File: src/rtl/ninebit_tx_pkg.sv
package ninebit_tx_pkg;

  typedef enum logic {
    TX_IDLE = 1'b0,
    TX_SEND = 1'b1
  } tx_mode_e;

  // start + data + ninth + stop
  function automatic int unsigned frame_bits(input int unsigned data_bits);
    return data_bits + 3;
  endfunction

endpackage

File: src/rtl/ninebit_tx_pacer.sv
module ninebit_tx_pacer #(
  parameter int unsigned BIT_TICKS = 16
) (
  input  logic clk,
  input  logic rst,
  input  logic restart,
  input  logic run,
  input  logic tick,
  output logic bit_end
);

  localparam int unsigned CNT_W = (BIT_TICKS > 1) ? $clog2(BIT_TICKS) : 1;
  localparam logic [CNT_W-1:0] CNT_LAST = CNT_W'(BIT_TICKS - 1);

  logic [CNT_W-1:0] cnt_q;

  assign bit_end = run & tick & (cnt_q == CNT_LAST);

  always_ff @(posedge clk) begin
    if (rst || restart) begin
      cnt_q <= '0;
    end else if (run && tick) begin
      cnt_q <= (cnt_q == CNT_LAST) ? '0 : cnt_q + 1'b1;
    end
  end

  // the tick count inside one bit never passes the bit length
  assert_tick_count_range_R3: assert property (@(posedge clk) disable iff (rst)
    cnt_q <= CNT_LAST);

  // ticks are counted only while a frame runs
  assert_count_frozen_idle_R3: assert property (@(posedge clk) disable iff (rst)
    (!run && !restart) |=> $stable(cnt_q));

endmodule

File: src/rtl/ninebit_tx_serializer.sv
module ninebit_tx_serializer
  import ninebit_tx_pkg::*;
#(
  parameter int unsigned DATA_BITS = 8
) (
  input  logic                 clk,
  input  logic                 rst,
  input  logic                 load,
  input  logic [DATA_BITS-1:0] data,
  input  logic                 ninth,
  input  logic                 bit_end,
  output logic                 accept,
  output logic                 enter_stop,
  output logic                 busy,
  output logic                 line
);

  localparam int unsigned FRAME = frame_bits(DATA_BITS);
  localparam int unsigned IDX_W = $clog2(FRAME);
  localparam logic [IDX_W-1:0] IDX_STOP = IDX_W'(FRAME - 1);
  localparam logic [IDX_W-1:0] IDX_NINTH = IDX_W'(FRAME - 2);

  tx_mode_e         mode_q;
  logic [IDX_W-1:0] idx_q;
  logic [FRAME-1:0] shreg_q;

  assign accept     = load && (mode_q == TX_IDLE);
  assign enter_stop = bit_end && (mode_q == TX_SEND) && (idx_q == IDX_NINTH);
  assign busy       = (mode_q == TX_SEND);
  assign line       = shreg_q[0];

  always_ff @(posedge clk) begin
    if (rst) begin
      mode_q  <= TX_IDLE;
      idx_q   <= '0;
      shreg_q <= '1;
    end else if (accept) begin
      mode_q  <= TX_SEND;
      idx_q   <= '0;
      shreg_q <= {1'b1, ninth, data, 1'b0};
    end else if (bit_end && mode_q == TX_SEND) begin
      if (idx_q == IDX_STOP) begin
        mode_q  <= TX_IDLE;
        idx_q   <= '0;
        shreg_q <= '1;
      end else begin
        idx_q   <= idx_q + 1'b1;
        shreg_q <= {1'b1, shreg_q[FRAME-1:1]};
      end
    end
  end

  // the line rests high whenever no frame is running
  assert_idle_mark_R1: assert property (@(posedge clk) disable iff (rst)
    !busy |-> line);

  // a taken write yields busy and a low start bit next cycle
  assert_start_low_R2: assert property (@(posedge clk) disable iff (rst)
    accept |=> (busy && !line));

  // the stop position always drives a high level
  assert_stop_high_R5: assert property (@(posedge clk) disable iff (rst)
    (busy && idx_q == IDX_STOP) |-> line);

  // a write while busy leaves the frame untouched between bit edges
  assert_busy_write_ignored_R8: assert property (@(posedge clk) disable iff (rst)
    (load && busy && !bit_end) |=> ($stable(shreg_q) && $stable(idx_q)));

endmodule

File: src/rtl/ninebit_tx_flags.sv
module ninebit_tx_flags (
  input  logic clk,
  input  logic rst,
  input  logic set_done,
  input  logic clr_done,
  input  logic rx_flag,
  input  logic irq_en,
  output logic done,
  output logic irq
);

  logic done_q;
  logic done_nxt;
  logic irq_q;

  always_comb begin
    done_nxt = done_q;
    if (set_done) begin
      done_nxt = 1'b1;
    end else if (clr_done) begin
      done_nxt = 1'b0;
    end
  end

  always_ff @(posedge clk) begin
    if (rst) begin
      done_q <= 1'b0;
      irq_q  <= 1'b0;
    end else begin
      done_q <= done_nxt;
      irq_q  <= (done_nxt | rx_flag) & irq_en;
    end
  end

  assign done = done_q;
  assign irq  = irq_q;

  // without set or clear the flag keeps its value
  assert_done_sticky_R7: assert property (@(posedge clk) disable iff (rst)
    (!set_done && !clr_done) |=> $stable(done_q));

  // a set on the same edge as a clear still leaves the flag high
  assert_set_beats_clear_R7: assert property (@(posedge clk) disable iff (rst)
    set_done |=> done_q);

  // an enabled receive flag raises the request on the next cycle
  assert_rx_irq_R10: assert property (@(posedge clk) disable iff (rst)
    (rx_flag && irq_en) |=> irq_q);

  // with interrupts disabled no request is raised
  assert_irq_masked_R10: assert property (@(posedge clk) disable iff (rst)
    !irq_en |=> !irq_q);

endmodule

File: src/rtl/ninebit_tx.sv
module ninebit_tx #(
  parameter int unsigned DATA_BITS = 8,
  parameter int unsigned BIT_TICKS = 16
) (
  input  logic                 clk,
  input  logic                 rst,
  input  logic                 baud_tick_i,
  input  logic                 byte_wr_i,
  input  logic [DATA_BITS-1:0] byte_i,
  input  logic                 ninth_bit_i,
  input  logic                 done_clr_i,
  input  logic                 rx_flag_i,
  input  logic                 irq_en_i,
  output logic                 tx_line_o,
  output logic                 tx_busy_o,
  output logic                 tx_done_o,
  output logic                 irq_o
);

  logic accept;
  logic enter_stop;
  logic bit_end;
  logic busy;

  ninebit_tx_pacer #(
    .BIT_TICKS(BIT_TICKS)
  ) pacer_i (
    .clk     (clk),
    .rst     (rst),
    .restart (accept),
    .run     (busy),
    .tick    (baud_tick_i),
    .bit_end (bit_end)
  );

  ninebit_tx_serializer #(
    .DATA_BITS(DATA_BITS)
  ) ser_i (
    .clk        (clk),
    .rst        (rst),
    .load       (byte_wr_i),
    .data       (byte_i),
    .ninth      (ninth_bit_i),
    .bit_end    (bit_end),
    .accept     (accept),
    .enter_stop (enter_stop),
    .busy       (busy),
    .line       (tx_line_o)
  );

  ninebit_tx_flags flags_i (
    .clk      (clk),
    .rst      (rst),
    .set_done (enter_stop),
    .clr_done (done_clr_i),
    .rx_flag  (rx_flag_i),
    .irq_en   (irq_en_i),
    .done     (tx_done_o),
    .irq      (irq_o)
  );

  assign tx_busy_o = busy;

  // the done flag rises only while a frame is driving its stop bit
  assert_done_at_stop_R6: assert property (@(posedge clk) disable iff (rst)
    $rose(tx_done_o) |-> (tx_busy_o && tx_line_o));

  // the busy indication ends on a counted bit edge only
  assert_busy_end_on_bit_R5: assert property (@(posedge clk) disable iff (rst)
    (tx_busy_o && !bit_end) |=> tx_busy_o);

endmodule

File: config.mk
export PLATFORM = sky130hd
export DESIGN_NAME = ninebit_tx
export DESIGN_NICKNAME = d
export VERILOG_FILES = /design/src/rtl/ninebit_tx_pkg.sv /design/src/rtl/ninebit_tx_pacer.sv /design/src/rtl/ninebit_tx_serializer.sv /design/src/rtl/ninebit_tx_flags.sv /design/src/rtl/ninebit_tx.sv
export SDC_FILE = /design/constraint.sdc
export NUM_CORES = 1
export LEC_CHECK = 0
export BUFFER_PORTS_ARGS = -buffer_cell sky130_fd_sc_hd__buf_2
export CORE_MARGIN = 1
export CORE_UTILIZATION = 53
export CTS_CLUSTER_DIAMETER = 120
export DETAILED_ROUTE_END_ITERATION = 16
export PLACE_DENSITY_LB_ADDON = 0.12
export SLEW_MARGIN = 25
export SYNTH_ARGS = -nofsm -noshare
export SYNTH_HDL_FRONTEND = slang
export SYNTH_SLANG_ARGS = --single-unit
File: constraint.sdc
create_clock -name clk -period 1.84 [get_ports clk]
set_clock_uncertainty 0.05 [all_clocks]
set_input_delay 0.276 -clock clk [delete_from_list [all_inputs] [get_ports clk]]
set_output_delay 0.276 -clock clk [all_outputs]
set_load 0.02 [all_outputs]
**After elaboration in Yosys (flattened, before gate mapping)**

Cells that the tools add are included.

- Register bits: 22
- Bits in latches: 0
- RAM bits: 0
- Bits in read-only memories: 0
- Bits of input ports: 16
- Output and inout bits: 4
- Memories: 0

- $add $sub $neg: 2
- Multipliers: 0
- Divide/modulo/power cells: 0
- Order comparisons: 0
- Eq/ne operators: 3
- Shift-type cells: 0
- Muxes and demuxes: 10
- Bitwise logic cells: 5
- Reduce and logical (&&, ||, !) cells: 9

Operators with widths:

| kind | count |
|---|---|
| 2-to-1 mux 10 bit | 3 |
| == test 4 bit (second input constant) | 3 |
| adder 4 x 1 -> 4 bit (second input constant) | 2 |
| 2-to-1 mux 4 bit | 2 |
| 2-to-1 mux 1 bit | 5 |
| logical AND 1 bit | 4 |
| nonzero test 2 bit | 2 |
| bitwise AND 1 bit | 3 |
| AND reduction 2 bit | 1 |
| OR reduction 2 bit | 1 |
| logical OR 1 bit | 1 |
| NOT 1 bit | 1 |
| bitwise OR 1 bit | 1 |

**Depth between registers and ports, before layout**

- Depth in word-level cells: 7
- Gate-level depth with buffers: 5
- Mapped depth without buffers: 4

**Hierarchy**

Synthesis repeated with hierarchy kept, for this count alone.

- Cell total of the unflattened synthesis: 113
- Area total of the unflattened synthesis: 967.2 sq um

By module, submodules not included:

| module | instances | cells each | area each (sq um) | sequential area each (sq um) |
|---|---|---|---|---|
| ninebit_tx_serializer | 1 | 83 | 673.1 | 300.3 |
| ninebit_tx_pacer | 1 | 22 | 201.4 | 80.1 |
| ninebit_tx_flags | 1 | 8 | 92.6 | 40.0 |

**Worst setup path before layout**

Ideal clock, no wire load.

- Path kind: reg-to-reg
- From: register pacer_i.cnt_q[0]
- To: register ser_i.shreg_q[4]
- Library setup time: 141 ps
- Arrival time: 1,355 ps
- Required time: 1,649 ps
- Path slack: 294 ps
- Cell stages (with the launch flop): 6
- Buffers on the path: 1
- Clock period less this slack: 1,546 ps
- Cells stage by stage: dfxtp_1 -> ha_1 -> and2_1 -> buf_2 -> a2111oi_0 -> a211oi_1

- Word-level cells in the longest chain between the ends: 4

RTL lines:

| element | RTL line | RTL |
|---|---|---|
| start: declaration | ninebit_tx_pacer.sv:15 | `logic [CNT_W-1:0] cnt_q;` |
| start signal: assignment | ninebit_tx_pacer.sv:23 | `cnt_q <= (cnt_q == CNT_LAST) ? '0 : cnt_q + 1'b1;` |
| == test 4 bit | ninebit_tx_pacer.sv:17 | `assign bit_end = run & tick & (cnt_q == CNT_LAST);` |
| bitwise AND 1 bit | ninebit_tx_pacer.sv:17 |  |
| logical AND 1 bit | ninebit_tx_serializer.sv:41 | `end else if (bit_end && mode_q == TX_SEND) begin` |
| nonzero test 2 bit (no line) | - |  |
| end signal: assignment | ninebit_tx_serializer.sv:40 | `shreg_q <= {1'b1, ninth, data, 1'b0};` |
| end signal: assignment | ninebit_tx_serializer.sv:48 | `shreg_q <= {1'b1, shreg_q[FRAME-1:1]};` |
| end: declaration | ninebit_tx_serializer.sv:25 | `logic [FRAME-1:0] shreg_q;` |

Every way passes these cells.
A chain may end at the register's enable or synchronous reset.

**Final worst setup path**

Ends and elaborated chain as after synthesis.

==> metrics.txt <==
PortBufs=19; Setup Fix Bufs, Post-CTS=0; r2r setup slk=approximately 0.15 ns; total CTS buffers=3; Slew @ Worst Pin=between 0.4 and 0.5 ns; leading area contributor after synthesis=dfxtp_1; initial antenna violation count=0; Cell Pwr Density=approximately 660 mW/mm^2; Final setup viols=0; critical path fanouts, max=13; worst hold start=irq_en_i; vias in the first global route=~840; mean post-synth cell area=between 8 and 9 sq um; sequential power share=61.8%; dominant cells by area after synthesis=dfxtp_1 40%, a211oi_1 7.9%, nor2_1 5.0%; #FFs+latches synth=21; reg2reg start=pacer_i.cnt_q[0]$_SDFFE_PP0N_; internal power=roughly 600 uW; Yosys top cell area share=40.05%; ys async rst share=0%; CP Launch Type=register; Lkg Pwr=~0.44 nW; post-DP HPWL=roughly 1600 um; period utilization=between 90% and 100%; DRC Markers=0; Core ar.=0.001783 sq mm; num rows=15; routed len/inst=14.13 um; most common cell after layout, fill and taps aside=dfxtp_1; Initial DRC Count=30; Net Switching=roughly 200 uW; post-synth net total=approximately 140; max-cap violation count=0; Total Routing Usage GR=23.57%; crit path capture type=register; Setup TNS Final=0 ns; Initial Utilization=58.88%; area delta synth->final=12.51%; Synth Instances=roughly 120; WP data arrival=1.83 ns; routability cong.=0.8046; post-layout net count=between 150 and 200; first-pass GRT wire length=around 3600 um; final total power=just under 800 uW; H-tree Lvls=1; share of cells above drive strength 1=around a fifth; Pre-antenna DRT Iters=4; Max clock buf depth=2; CTS sink count=21; largest net degree at the start of global routing=15; Routed WL=between 2000 and 2500 um; r2r worst-path depth=4; Top Ports=20; switching part of the total=25.22%; full die area=~0.0022 sq mm; Root Driver=clkbuf_4; Slew Limit Fails=0; endpoints failing hold=0; prevailing post-synth register cell=dfxtp_1; Worst R2R End=ser_i.shreg_q[4]$_SDFFE_PP1P_; Setup crit start=pacer_i.cnt_q[0]$_SDFFE_PP0N_; fin crit period=1.690 ns; EDFF count, synth=0; gr ovfl total=0; logic gate share of total power=9.8%; clk slew on worst S/H paths=0.12 ns; most frequent cells in the layout=21 x dfxtp_1, 19 x buf_2, 14 x nor2_1, 11 x a211oi_1, 8 x nor4_1; DR vias=about 1000; Max IR drop VDD=between 400 and 500 uV; Worst slew margin=between 60% and 70%; fmax=591.6 MHz; Die X-Extent=46.51 um; clock power share=28.3%; Vias per Instance=roughly 6.0; Vert. Die Dim=approximately 47 um; sequential-to-total area share from yosys stat=about two fifths; CTS tree=built; n_diodes=0; Final ANT Viol Nets=0; Setup crit end=ser_i.shreg_q[4]$_SDFFE_PP1P_; post-synth cell types=36; Synth Warn #=0; clock latency on the worst-skew pair=~0.3 ns; Hold Path Class=input port to register; status=finished clean; critical path class=register to register; Cell Area, Synth=between 0.001 and 0.0015 sq mm; Worst Path Required=approximately 2.0 ns
==> per-layer routing <==
metal / vias up / global-route usage, % / routed length (um)
li1: 504 / - / -
met4: 0 / 7.059 / 15
met5: - / 0 / 0
met3: 2 / 3.529 / 104
met2: 24 / 38.33 / 1078
met1: 460 / 31.74 / 1119
==> cells in the mapped netlist (3+ instances only) <==
library cell	number
nor4_1	8
dfxtp_1	21
nor2b_1	3
nand3_1	5
clkbuf_1	3
a2111oi_0	4
a21oi_1	6
a211oi_1	11
a2111oi_1	4
buf_2	4
inv_1	3
o21ai_0	3
nor2_1	14
nand2_1	6
==> power groups by stage <==
stage	registers [mW]	clock network, mW	logic, mW
2_1_floorplan	0.495	0	0.0435
3_3_place_gp	0.494	0	0.0737
3_5_place_dp	0.494	0	0.0760
4_1_cts	0.484	0.230	0.0763
5_1_grt	0.487	0.242	0.0855
6_report	0.484	0.222	0.0769
==> worst min-delay path by stage <==
stage / slack (ns) / end / cells past startpoint
floorplan: 0.34 / flags_i.irq$_SDFF_PP0_ / 2
global placement: 0.43 / flags_i.done$_SDFF_PP0_ / 2
detailed placement: 0.44 / pacer_i.cnt_q[1]$_SDFFE_PP0N_ / 2
CTS: 0.14 / flags_i.irq$_SDFF_PP0_ / 3
global route: 0.13 / flags_i.irq$_SDFF_PP0_ / 3
finish: 0.14 / flags_i.irq$_SDFF_PP0_ / 3
==> cell families (layout without fill, tap and decap cells) <==
group,after synthesis,after routing,share of synthesized area (%)
AOI/OAI and AO/OA,36,36,25.03
xor gates and xnor gates,2,2,1.669
adders and majority gates,1,1,1.192
buffers and inverters,12,29,5.840
DFF,21,21,40.05
and+or+nand+nor,50,50,26.22
==> critical path, cell delays in order (launching register included) <==
cell	delay (ns)
dfxtp_1	0.36
ha_1	0.25
and2_1	0.32
a2111oi_1	0.51
a211oi_1	0.09
==> layout make-up <==
| cell class | count | area (sq um) |
|---|---|---|
| inverter | 3 | 11.26 |
| tap | 25 | 31.28 |
| sequential | 21 | 420.4 |
| clock inverter | 1 | 5.005 |
| multi-input combinational | 89 | 573.1 |
| fill | 160 | 601.8 |
| clock buffer | 3 | 22.52 |
| timing repair buffer | 22 | 117.6 |
==> sequential cells by signal, summed over array words and instances, names as in the netlist <==
name / flops
ser_i.busy: 1
ser_i.idx_q: 4
flags_i.done: 1
ser_i.shreg_q: 10
flags_i.irq: 1
pacer_i.cnt_q: 4
==> through the flow <==
step / worst slack (ns) / hold slack (ns) / util, % / cells / area (sq um)
after global routing: -0.0003737 / 0.1329 / 66.25 / 164 / 1181
final: 0.1498 / 0.1391 / 66.25 / 164 / 1181
after detailed placement: 0.1616 / 0.4383 / 64.42 / 160 / 1149
after floorplan: 0.2940 / 0.3441 / - / 122 / 1050
after CTS: 0.1606 / 0.1382 / 65.96 / 164 / 1176
after global placement: 0.2025 / 0.4330 / 64.42 / 160 / 1149
==> timing repair <==
item / CTS / global route
hold buffers: 0 / 0
endpoints found under the setup margin: 0 / 2
endpoints found under the hold margin: 0 / 0
resized for setup: 0 / 3
Note: power is estimated with default switching activity, not from simulation.
